### src/rtl/gpio_irq_pkg.sv
`timescale 1ns/1ps
package gpio_irq_pkg;

  typedef enum logic [1:0] {
    PM_IN  = 2'b00,
    PM_OD  = 2'b01,
    PM_PP  = 2'b10,
    PM_RSV = 2'b11
  } pin_mode_e;

  localparam int unsigned A_MODE   = 0;
  localparam int unsigned A_LATCH  = 1;
  localparam int unsigned A_INPUT  = 2;
  localparam int unsigned A_TRIG   = 3;
  localparam int unsigned A_POL    = 4;
  localparam int unsigned A_EN     = 5;
  localparam int unsigned A_STAT   = 6;
  localparam int unsigned A_ROUTE0 = 8;

endpackage

### src/rtl/gpio_irq_regs.sv
`timescale 1ns/1ps
module gpio_irq_regs
  import gpio_irq_pkg::*;
#(
  parameter int unsigned NP = 16,
  parameter int unsigned NI = 4,
  parameter int unsigned DW = 32,
  parameter int unsigned AW = 4
) (
  input  logic                   clk,
  input  logic                   rst,
  input  logic                   wr_en,
  input  logic                   rd_en,
  input  logic [AW-1:0]          addr,
  input  logic [DW-1:0]          wr_data,
  input  logic [NP-1:0]          pin_val,
  input  logic [NP-1:0]          status,
  output logic [2*NP-1:0]        mode_q,
  output logic [NP-1:0]          latch_q,
  output logic [NP-1:0]          trig_q,
  output logic [NP-1:0]          pol_q,
  output logic [NP-1:0]          en_q,
  output logic [NI-1:0][NP-1:0]  route_q,
  output logic [NP-1:0]          stat_clr,
  output logic [DW-1:0]          rd_data
);

  logic [DW-1:0] rd_mux;

  // configuration words
  always_ff @(posedge clk) begin
    if (rst) begin
      mode_q  <= '0;
      latch_q <= '0;
      trig_q  <= '0;
      pol_q   <= '0;
      en_q    <= '0;
      route_q <= '0;
    end else if (wr_en) begin
      case (addr)
        AW'(A_MODE):  mode_q  <= wr_data[2*NP-1:0];
        AW'(A_LATCH): latch_q <= wr_data[NP-1:0];
        AW'(A_TRIG):  trig_q  <= wr_data[NP-1:0];
        AW'(A_POL):   pol_q   <= wr_data[NP-1:0];
        AW'(A_EN):    en_q    <= wr_data[NP-1:0];
        default: begin
          for (int k = 0; k < NI; k++) begin
            if (addr == AW'(A_ROUTE0 + k)) route_q[k] <= wr_data[NP-1:0];
          end
        end
      endcase
    end
  end

  // write-one-to-clear request for the status bits
  always_comb begin
    stat_clr = '0;
    if (wr_en && addr == AW'(A_STAT)) stat_clr = wr_data[NP-1:0];
  end

  always_comb begin
    rd_mux = '0;
    case (addr)
      AW'(A_MODE):  rd_mux[2*NP-1:0] = mode_q;
      AW'(A_LATCH): rd_mux[NP-1:0]   = latch_q;
      AW'(A_INPUT): rd_mux[NP-1:0]   = pin_val;
      AW'(A_TRIG):  rd_mux[NP-1:0]   = trig_q;
      AW'(A_POL):   rd_mux[NP-1:0]   = pol_q;
      AW'(A_EN):    rd_mux[NP-1:0]   = en_q;
      AW'(A_STAT):  rd_mux[NP-1:0]   = status;
      default: begin
        for (int k = 0; k < NI; k++) begin
          if (addr == AW'(A_ROUTE0 + k)) rd_mux[NP-1:0] = route_q[k];
        end
      end
    endcase
  end

  always_ff @(posedge clk) begin
    if (rst)        rd_data <= '0;
    else if (rd_en) rd_data <= rd_mux;
  end

endmodule

### src/rtl/gpio_irq_pads.sv
`timescale 1ns/1ps
module gpio_irq_pads
  import gpio_irq_pkg::*;
#(
  parameter int unsigned NP = 16
) (
  input  logic            clk,
  input  logic            rst,
  input  logic [2*NP-1:0] mode_q,
  input  logic [NP-1:0]   latch_q,
  output logic [NP-1:0]   pin_out,
  output logic [NP-1:0]   pin_oe
);

  for (genvar g = 0; g < NP; g++) begin : g_pad
    always_ff @(posedge clk) begin
      if (rst) begin
        pin_out[g] <= 1'b0;
        pin_oe[g]  <= 1'b0;
      end else begin
        case (mode_q[2*g +: 2])
          PM_PP: begin
            pin_out[g] <= latch_q[g];
            pin_oe[g]  <= 1'b1;
          end
          PM_OD: begin
            pin_out[g] <= 1'b0;
            pin_oe[g]  <= ~latch_q[g];
          end
          default: begin
            pin_out[g] <= 1'b0;
            pin_oe[g]  <= 1'b0;
          end
        endcase
      end
    end
  end

endmodule

### src/rtl/gpio_irq_detect.sv
`timescale 1ns/1ps
module gpio_irq_detect #(
  parameter int unsigned NP = 16
) (
  input  logic          clk,
  input  logic          rst,
  input  logic [NP-1:0] pin_in,
  input  logic [NP-1:0] trig_q,
  input  logic [NP-1:0] pol_q,
  input  logic [NP-1:0] en_q,
  input  logic [NP-1:0] stat_clr,
  output logic [NP-1:0] pin_val,
  output logic [NP-1:0] evt
);

  logic [NP-1:0] meta, sync, prev, sticky;
  logic [NP-1:0] rise, fall, edge_set, level_hit;

  always_ff @(posedge clk) begin
    if (rst) begin
      meta <= '0;
      sync <= '0;
      prev <= '0;
    end else begin
      meta <= pin_in;
      sync <= meta;
      prev <= sync;
    end
  end

  assign rise      = sync & ~prev;
  assign fall      = ~sync & prev;
  assign edge_set  = ((rise & pol_q) | (fall & ~pol_q)) & ~trig_q & en_q;
  assign level_hit = ~(sync ^ pol_q) & trig_q & en_q;

  // a new edge wins over a clear in the same cycle
  always_ff @(posedge clk) begin
    if (rst) sticky <= '0;
    else     sticky <= (sticky & ~stat_clr) | edge_set;
  end

  assign pin_val = sync;
  assign evt     = sticky | level_hit;

endmodule

### src/rtl/gpio_irq_route.sv
`timescale 1ns/1ps
module gpio_irq_route #(
  parameter int unsigned NP = 16,
  parameter int unsigned NI = 4
) (
  input  logic                  clk,
  input  logic                  rst,
  input  logic [NP-1:0]         evt,
  input  logic [NP-1:0]         en_q,
  input  logic [NI-1:0][NP-1:0] route_q,
  output logic [NI-1:0]         irq
);

  logic [NP-1:0] live;
  assign live = evt & en_q;

  for (genvar k = 0; k < NI; k++) begin : g_line
    always_ff @(posedge clk) begin
      if (rst) irq[k] <= 1'b0;
      else     irq[k] <= |(live & route_q[k]);
    end
  end

endmodule

### src/rtl/gpio_irq_router.sv
`timescale 1ns/1ps
module gpio_irq_router #(
  parameter int unsigned NPINS = 16,
  parameter int unsigned NIRQ  = 4,
  parameter int unsigned DW    = 32,
  parameter int unsigned AW    = 4
) (
  input  logic             clk,
  input  logic             rst,
  input  logic             wr_en,
  input  logic             rd_en,
  input  logic [AW-1:0]    addr,
  input  logic [DW-1:0]    wr_data,
  output logic [DW-1:0]    rd_data,
  input  logic [NPINS-1:0] pin_in,
  output logic [NPINS-1:0] pin_out,
  output logic [NPINS-1:0] pin_oe,
  output logic [NIRQ-1:0]  irq
);

  logic [2*NPINS-1:0]          mode_q;
  logic [NPINS-1:0]            latch_q, trig_q, pol_q, en_q, stat_clr;
  logic [NPINS-1:0]            pin_val, evt;
  logic [NIRQ-1:0][NPINS-1:0]  route_q;

  gpio_irq_regs #(.NP(NPINS), .NI(NIRQ), .DW(DW), .AW(AW)) u_regs (
    .clk(clk), .rst(rst), .wr_en(wr_en), .rd_en(rd_en), .addr(addr),
    .wr_data(wr_data), .pin_val(pin_val), .status(evt),
    .mode_q(mode_q), .latch_q(latch_q), .trig_q(trig_q), .pol_q(pol_q),
    .en_q(en_q), .route_q(route_q), .stat_clr(stat_clr), .rd_data(rd_data)
  );

  gpio_irq_pads #(.NP(NPINS)) u_pads (
    .clk(clk), .rst(rst), .mode_q(mode_q), .latch_q(latch_q),
    .pin_out(pin_out), .pin_oe(pin_oe)
  );

  gpio_irq_detect #(.NP(NPINS)) u_detect (
    .clk(clk), .rst(rst), .pin_in(pin_in), .trig_q(trig_q), .pol_q(pol_q),
    .en_q(en_q), .stat_clr(stat_clr), .pin_val(pin_val), .evt(evt)
  );

  gpio_irq_route #(.NP(NPINS), .NI(NIRQ)) u_route (
    .clk(clk), .rst(rst), .evt(evt), .en_q(en_q), .route_q(route_q), .irq(irq)
  );

endmodule

### config.mk
export PLATFORM = sky130hd
export DESIGN_NAME = gpio_irq_router
export DESIGN_NICKNAME = d
export VERILOG_FILES = /design/src/rtl/gpio_irq_pkg.sv /design/src/rtl/gpio_irq_regs.sv /design/src/rtl/gpio_irq_pads.sv /design/src/rtl/gpio_irq_detect.sv /design/src/rtl/gpio_irq_route.sv /design/src/rtl/gpio_irq_router.sv
export SDC_FILE = /design/constraint.sdc
export NUM_CORES = 1
export LEC_CHECK = 0
export BUFFER_PORTS_ARGS = -buffer_cell sky130_fd_sc_hd__buf_2
export CAP_MARGIN = 40
export CORE_ASPECT_RATIO = 1.2
export CORE_UTILIZATION = 51
export DETAILED_ROUTE_END_ITERATION = 6
export PLACE_DENSITY = 0.73
export REMOVE_ABC_BUFFERS = 1
export SYNTH_ARGS = -nofsm -noshare
export SYNTH_HDL_FRONTEND = slang
export SYNTH_SLANG_ARGS = --single-unit
### constraint.sdc
create_clock -name clk -period 2.03 [get_ports clk]
set_clock_uncertainty 0.15 [all_clocks]
set_input_delay 0.406 -clock clk [delete_from_list [all_inputs] [get_ports clk]]
set_output_delay 0.406 -clock clk [all_outputs]
set_load 0.01 [all_outputs]
# ---- Word-level counts from Yosys, hierarchy flattened
# Index checks and enable logic that the tools add are counted.
dict set report totals {
  regBits 292
  in_bits 56
  wordCells 204
  out_inout_bits 68
}
dict set report op_classes {
  n_reduce_logical 32
  n_mux 23
  n_bitwise 57
  eq_ne 42
}
# op count
set ops {}
lappend ops {{$and 16x16->16} 14}
lappend ops {{$pmux 16 s7} 1}
lappend ops {{$mux 16} 6}
lappend ops {{$not 16->16} 6}
lappend ops {{$reduce_or 16->1} 4}
lappend ops {{$or 16x16->16} 3}
lappend ops {{$not 1->1} 33}
lappend ops {{$eq 2x1->1 const B} 16}
lappend ops {{$eq 2x2->1 const B} 16}
lappend ops {{$pmux 1 s2} 16}
lappend ops {{$reduce_or 2->1} 16}
lappend ops {{$eq 4x4->1 const B} 4}
lappend ops {{$xor 16x16->16} 1}
lappend ops {{$eq 4x3->1 const B} 3}
lappend ops {{$reduce_and 3->1} 4}
lappend ops {{$reduce_and 2->1} 5}
lappend ops {{$eq 4x2->1 const B} 2}
lappend ops {{$reduce_or 5->1} 1}
lappend ops {{$eq 4x1->1 const B} 1}
lappend ops {{$logic_not 4->1} 1}
lappend ops {{$logic_and 1x1->1} 1}

# ---- Depth between registers and ports, before layout
dict set report depth {
  word_depth 8
  mapped_depth 9
  ltp_nobuf 5
}

# ---- Modules after synthesis
# A second synthesis with hierarchy kept.
dict set report hier_totals {
  cells_unflattened 1536
  area_unflattened_um2 13340.3
}
# mod area_each_um2 cells_each seq_area_each_um2 n_inst
set modules_own_cells {}
lappend modules_own_cells {gpio_irq_regs 8553.2 1002 3843.7 1}
lappend modules_own_cells {gpio_irq_detect 2653.8 264 1281.2 1}
lappend modules_own_cells {gpio_irq_pads 1592.8 178 640.6 1}
lappend modules_own_cells {gpio_irq_route 540.5 92 80.1 1}

# ---- Worst setup path before layout
# OpenSTA, ideal clock, no wires.
dict set report synth_timing {
  path_kind {input-to-reg}
  start {input addr[2]}
  end {register u_regs.rd_data[12]}
  slack_ns 0.072
  t_required_ns 1.763
  setup_ns 0.117
  path_stages 7
  t_arrival_ns 1.690
  cell_sequence {buf_4 -> nor2b_4 -> buf_6 -> a221oi_2 -> a21oi_1 -> or4b_1 -> a32o_1}
}
dict set report synth_between {
  elab_chain_len 6
  elab_cells_between_ends 16
}
# element line
set synth_lines {}
lappend synth_lines {{start, declared} gpio_irq_router.sv:12} ;# input logic [AW-1:0] addr,
lappend synth_lines {{$eq 4x4->1} gpio_irq_regs.sv:73} ;# if (addr == AW'(A_ROUTE0 + k)) rd_mux[NP-1:0] = route_q[k];
lappend synth_lines {{$mux 16 (4 in series)} gpio_irq_regs.sv:73}
lappend synth_lines {{$pmux 16 s7 *} gpio_irq_regs.sv:63} ;# case (addr)
lappend synth_lines {{end signal, assigned} gpio_irq_regs.sv:81} ;# else if (rd_en) rd_data <= rd_mux;
lappend synth_lines {{end, declared} gpio_irq_regs.sv:25} ;# output logic [DW-1:0] rd_data
# Every way passes the cells marked *; elsewhere a longest branch is shown, timed or not.
# A chain may end at the register's enable or synchronous reset.

# ---- Worst setup path after layout
dict set report layout_timing {
  start {register u_regs.en_q[7]}
  end {register u_route.irq[2]}
}
dict set report layout_between {
  elab_chain_len 5
}
# element line
set layout_lines {}
lappend layout_lines {{start, declared} gpio_irq_regs.sv:22} ;# output logic [NP-1:0] en_q,
lappend layout_lines {{start signal, assigned} gpio_irq_regs.sv:45} ;# AW'(A_EN): en_q <= wr_data[NP-1:0];
lappend layout_lines {{$and 16x16->16} gpio_irq_detect.sv:34} ;# assign level_hit = ~(sync ^ pol_q) & trig_q & en_q;
lappend layout_lines {{$or 16x16->16} gpio_irq_detect.sv:43} ;# assign evt = sticky | level_hit;
lappend layout_lines {{$and 16x16->16 *} gpio_irq_route.sv:15} ;# assign live = evt & en_q;
lappend layout_lines {{$and 16x16->16 *} gpio_irq_route.sv:20} ;# else irq[k] <= |(live & route_q[k]);
lappend layout_lines {{$reduce_or 16->1 *} gpio_irq_route.sv:20}
lappend layout_lines {{end signal, assigned by index} gpio_irq_route.sv:20}
lappend layout_lines {{end, declared} gpio_irq_route.sv:11} ;# output logic [NI-1:0] irq
# Marks and branches as above.

==> qor.csv <==
metric,value,unit
outcome,completed,
initial_core_util,52.0,%
async_reset_ff_share,0,%
p_switching,2940,uW
vias_per_cell,5.96,
dpl.hpwl,35400,um
routabilityCongestion,1.02,
synth_edf_count,0,
num-fill-cells,2144,
io_buffers,123,
final_nets,1907,
end_kind,flip-flop,
cts.htree.levels,1,
rsz0062_at_grt,false,
synth_seq_cells,292,
clock-sinks,292,
peakVddDrop,0.713,mV
first_global_vias,12200,
yosysWarnings,0,
cts-root-buf,clkbuf_16,
required,2.28,ns
hold_viol,0,
p_clk_share,43.7,%
diodes,0,
crit_family,simple AND/OR/NAND/NOR gates,
worst-path-buf-inv,0,
critPathKind,flip-flop to flip-flop,
fin_crit_sh,98.0,%
grt_overflow,0,
yosysTopAreaCell,dfxtp_1,
dieArea,26600,sq um
wl_per_cell,22.3,um
setup_violations,0,
grt_first_pass_wirelength,71700,um
max_stage_delay,0.45,ns
crit_chain,"nand3_1, nand4_1, nor4_1, and3_1, a41oi_1",
top_register,u_regs.route_q,
leakagePower,0.00630,uW
ys_top_cells_by_count,"359 x nand2_1, 292 x dfxtp_1, 203 x a21oi_1, 74 x nand3_1, 68 x clkbuf_1",
clock_latency,0.56,ns
synth_top_area_share,44.1,%
arrival,2.24,ns
cts_setup_buffers,0,
relSlewSlack,66.1,%
cp-start-kind,flip-flop,
ant_nets,0,
row_count,64,
antenna_found_initial,1,
reg_top3,"u_regs.route_q: 64 flops, u_regs.mode_q: 32 flops, u_regs.rd_data: 32 flops",
synth_most_common_cell,nand2_1,
synth_flop_cell,dfxtp_1,
synth_area,13200,sq um
die_w,149,um
cp_max_fo,8,
path_clk_slew,0.07,ns
yosys.cell_types.count,64,
hold_start,wr_data[7],
period_needed,1.99,ns
p_int,9360,uW
vias,12900,
cts.path.max_buffers,3,
crit_slowest_cell,nor4_1,
power.share.sequential,48.1,%
drt_wl_total,48400,um
tritoncts.num_buffers,29,
track_usage,35.8,%
r2r-start,u_regs.en_q[7],
syn_area_per_cell,8.29,sq um
drv_cap,0,
final_cells,2171,
largest_reg_flops,64,
drc,0,
worstMarginPinSlew,0.508,ns
dpl.cell_count,2086,
min-delay-path-class,input port to flip-flop,
first_pass_iters,6,
slew_viol_final,0,
ioPinCount,124,
synthTopCellsByArea,"dfxtp_1 44%, nand2_1 10%, a21oi_1 7.7%",
pwr-share-comb,8.2,%
fmax,0.503,GHz
grt_max_degree,38,
area_delta_synth_final,24.0,%
cts_tree,yes,
final_util,64.5,%
powerDensity,749,nW/um^2
critPathLaunch,u_regs.en_q[7],
coreArea,25500,sq um
ys_seq_area_share,44.1,%
netlist_instances,1598,
drtIter0Drc,1198,
whs,0.0411,ns
final_layout_size_suffix_gt1_share,20.9,%
die_h,179,um
switching_share,23.9,%
layer usage:
layer	routed length, um	vias up	GRT usage, %
met5	0	-	0
met4	2130	0	15.7
met3	4100	139	5.52
met2	23200	636	61.0
met1	19000	6216	44.5
li1	-	5950	-
power by group through the flow:
| stage | registers, uW | clock network, uW | logic (uW) |
|---|---|---|---|
| floorplan | 6020 | 0 | 316 |
| global placement | 6040 | 0 | 922 |
| detailed placement | 6040 | 0 | 936 |
| CTS | 5920 | 5410 | 988 |
| global route | 5920 | 5640 | 1070 |
| finish | 5920 | 5370 | 1010 |
cell type report:
type,count,area (sq um),area share (%)
clock inverter,7,63.8,0.388
tap,330,413,2.51
sequential,292,5850,35.6
multi-input combinational,1115,6550,39.9
inverter,67,251,1.53
timing repair buffer,314,2410,14.7
clock buffer,46,890,5.42
cell families (layout without fill, tap and decap cells):
family          Yosys count  after routing  synth area share (%)
fa+ha+maj                32             32                  3.02
simple gates            660            660                  22.8
buf+inv                 191            434                  6.58
flops                   292            292                  44.1
mux                      67             67                  6.45
compound gates          356            356                  17.0
worst min-delay path, delay by kind of cell:
family                 cells  cell delay [ns]
AOI/OAI and AO/OA          1             0.05
and+or+nand+nor            1             0.08
buffers and inverters      1             0.17
through the flow:
| step | instance area [sq um] | power [uW] | setup WS [ns] | TNS, ns |
|---|---|---|---|---|
| final | 16400 | 12300 | 0.0403 | 0 |
| after global routing | 16400 | 12600 | 0.00560 | 0 |
| after CTS | 16400 | 12300 | 0.0228 | 0 |
| after detailed placement | 15100 | 6980 | -0.133 | -3.71 |
| after global placement | 15100 | 6960 | -0.117 | -1.86 |
| after floorplan | 12600 | 6330 | -0.00997 | -0.319 |
cell usage in the layout (no fill, tap or decap), types with 7 or more instances in the layout:
cell type      instances
clkbuf_1               7
dlygate4sd3_1         32
mux4_2                14
buf_12                22
a32oi_1               18
mux2i_1               49
inv_1                 66
a22oi_1               45
a22o_1                10
or2_2                 16
clkbuf_16             29
o21a_1                 8
clkbuf_8              11
a221oi_1              15
o21ai_0               15
dfxtp_1              290
buf_2                122
nor2b_1               57
nor3_1                21
nand2_1              359
nand4_1               17
nand3_1               74
buf_4                137
and3_1                24
ha_1                  32
nor2_1                63
a21oi_1              201
worst paths after layout:
| check | endpoint | slack, ns | cells past startpoint |
|---|---|---|---|
| min | u_regs.route_q[23] | 0.04 | 3 |
| max | u_route.irq[2] | 0.04 | 5 |
| min reg2reg | u_detect.pin_val[8] | 0.28 | 1 |
| max reg2reg | u_route.irq[2] | 0.04 | 5 |
what timing repair did:
item	in CTS	in global routing
hold endpoints to repair	32	0
setup endpoints to repair	3	2
gates resized for setup	1	4
pin swaps	0	0
hold buffers	32	0
Power figures use the tool's default switching activity.
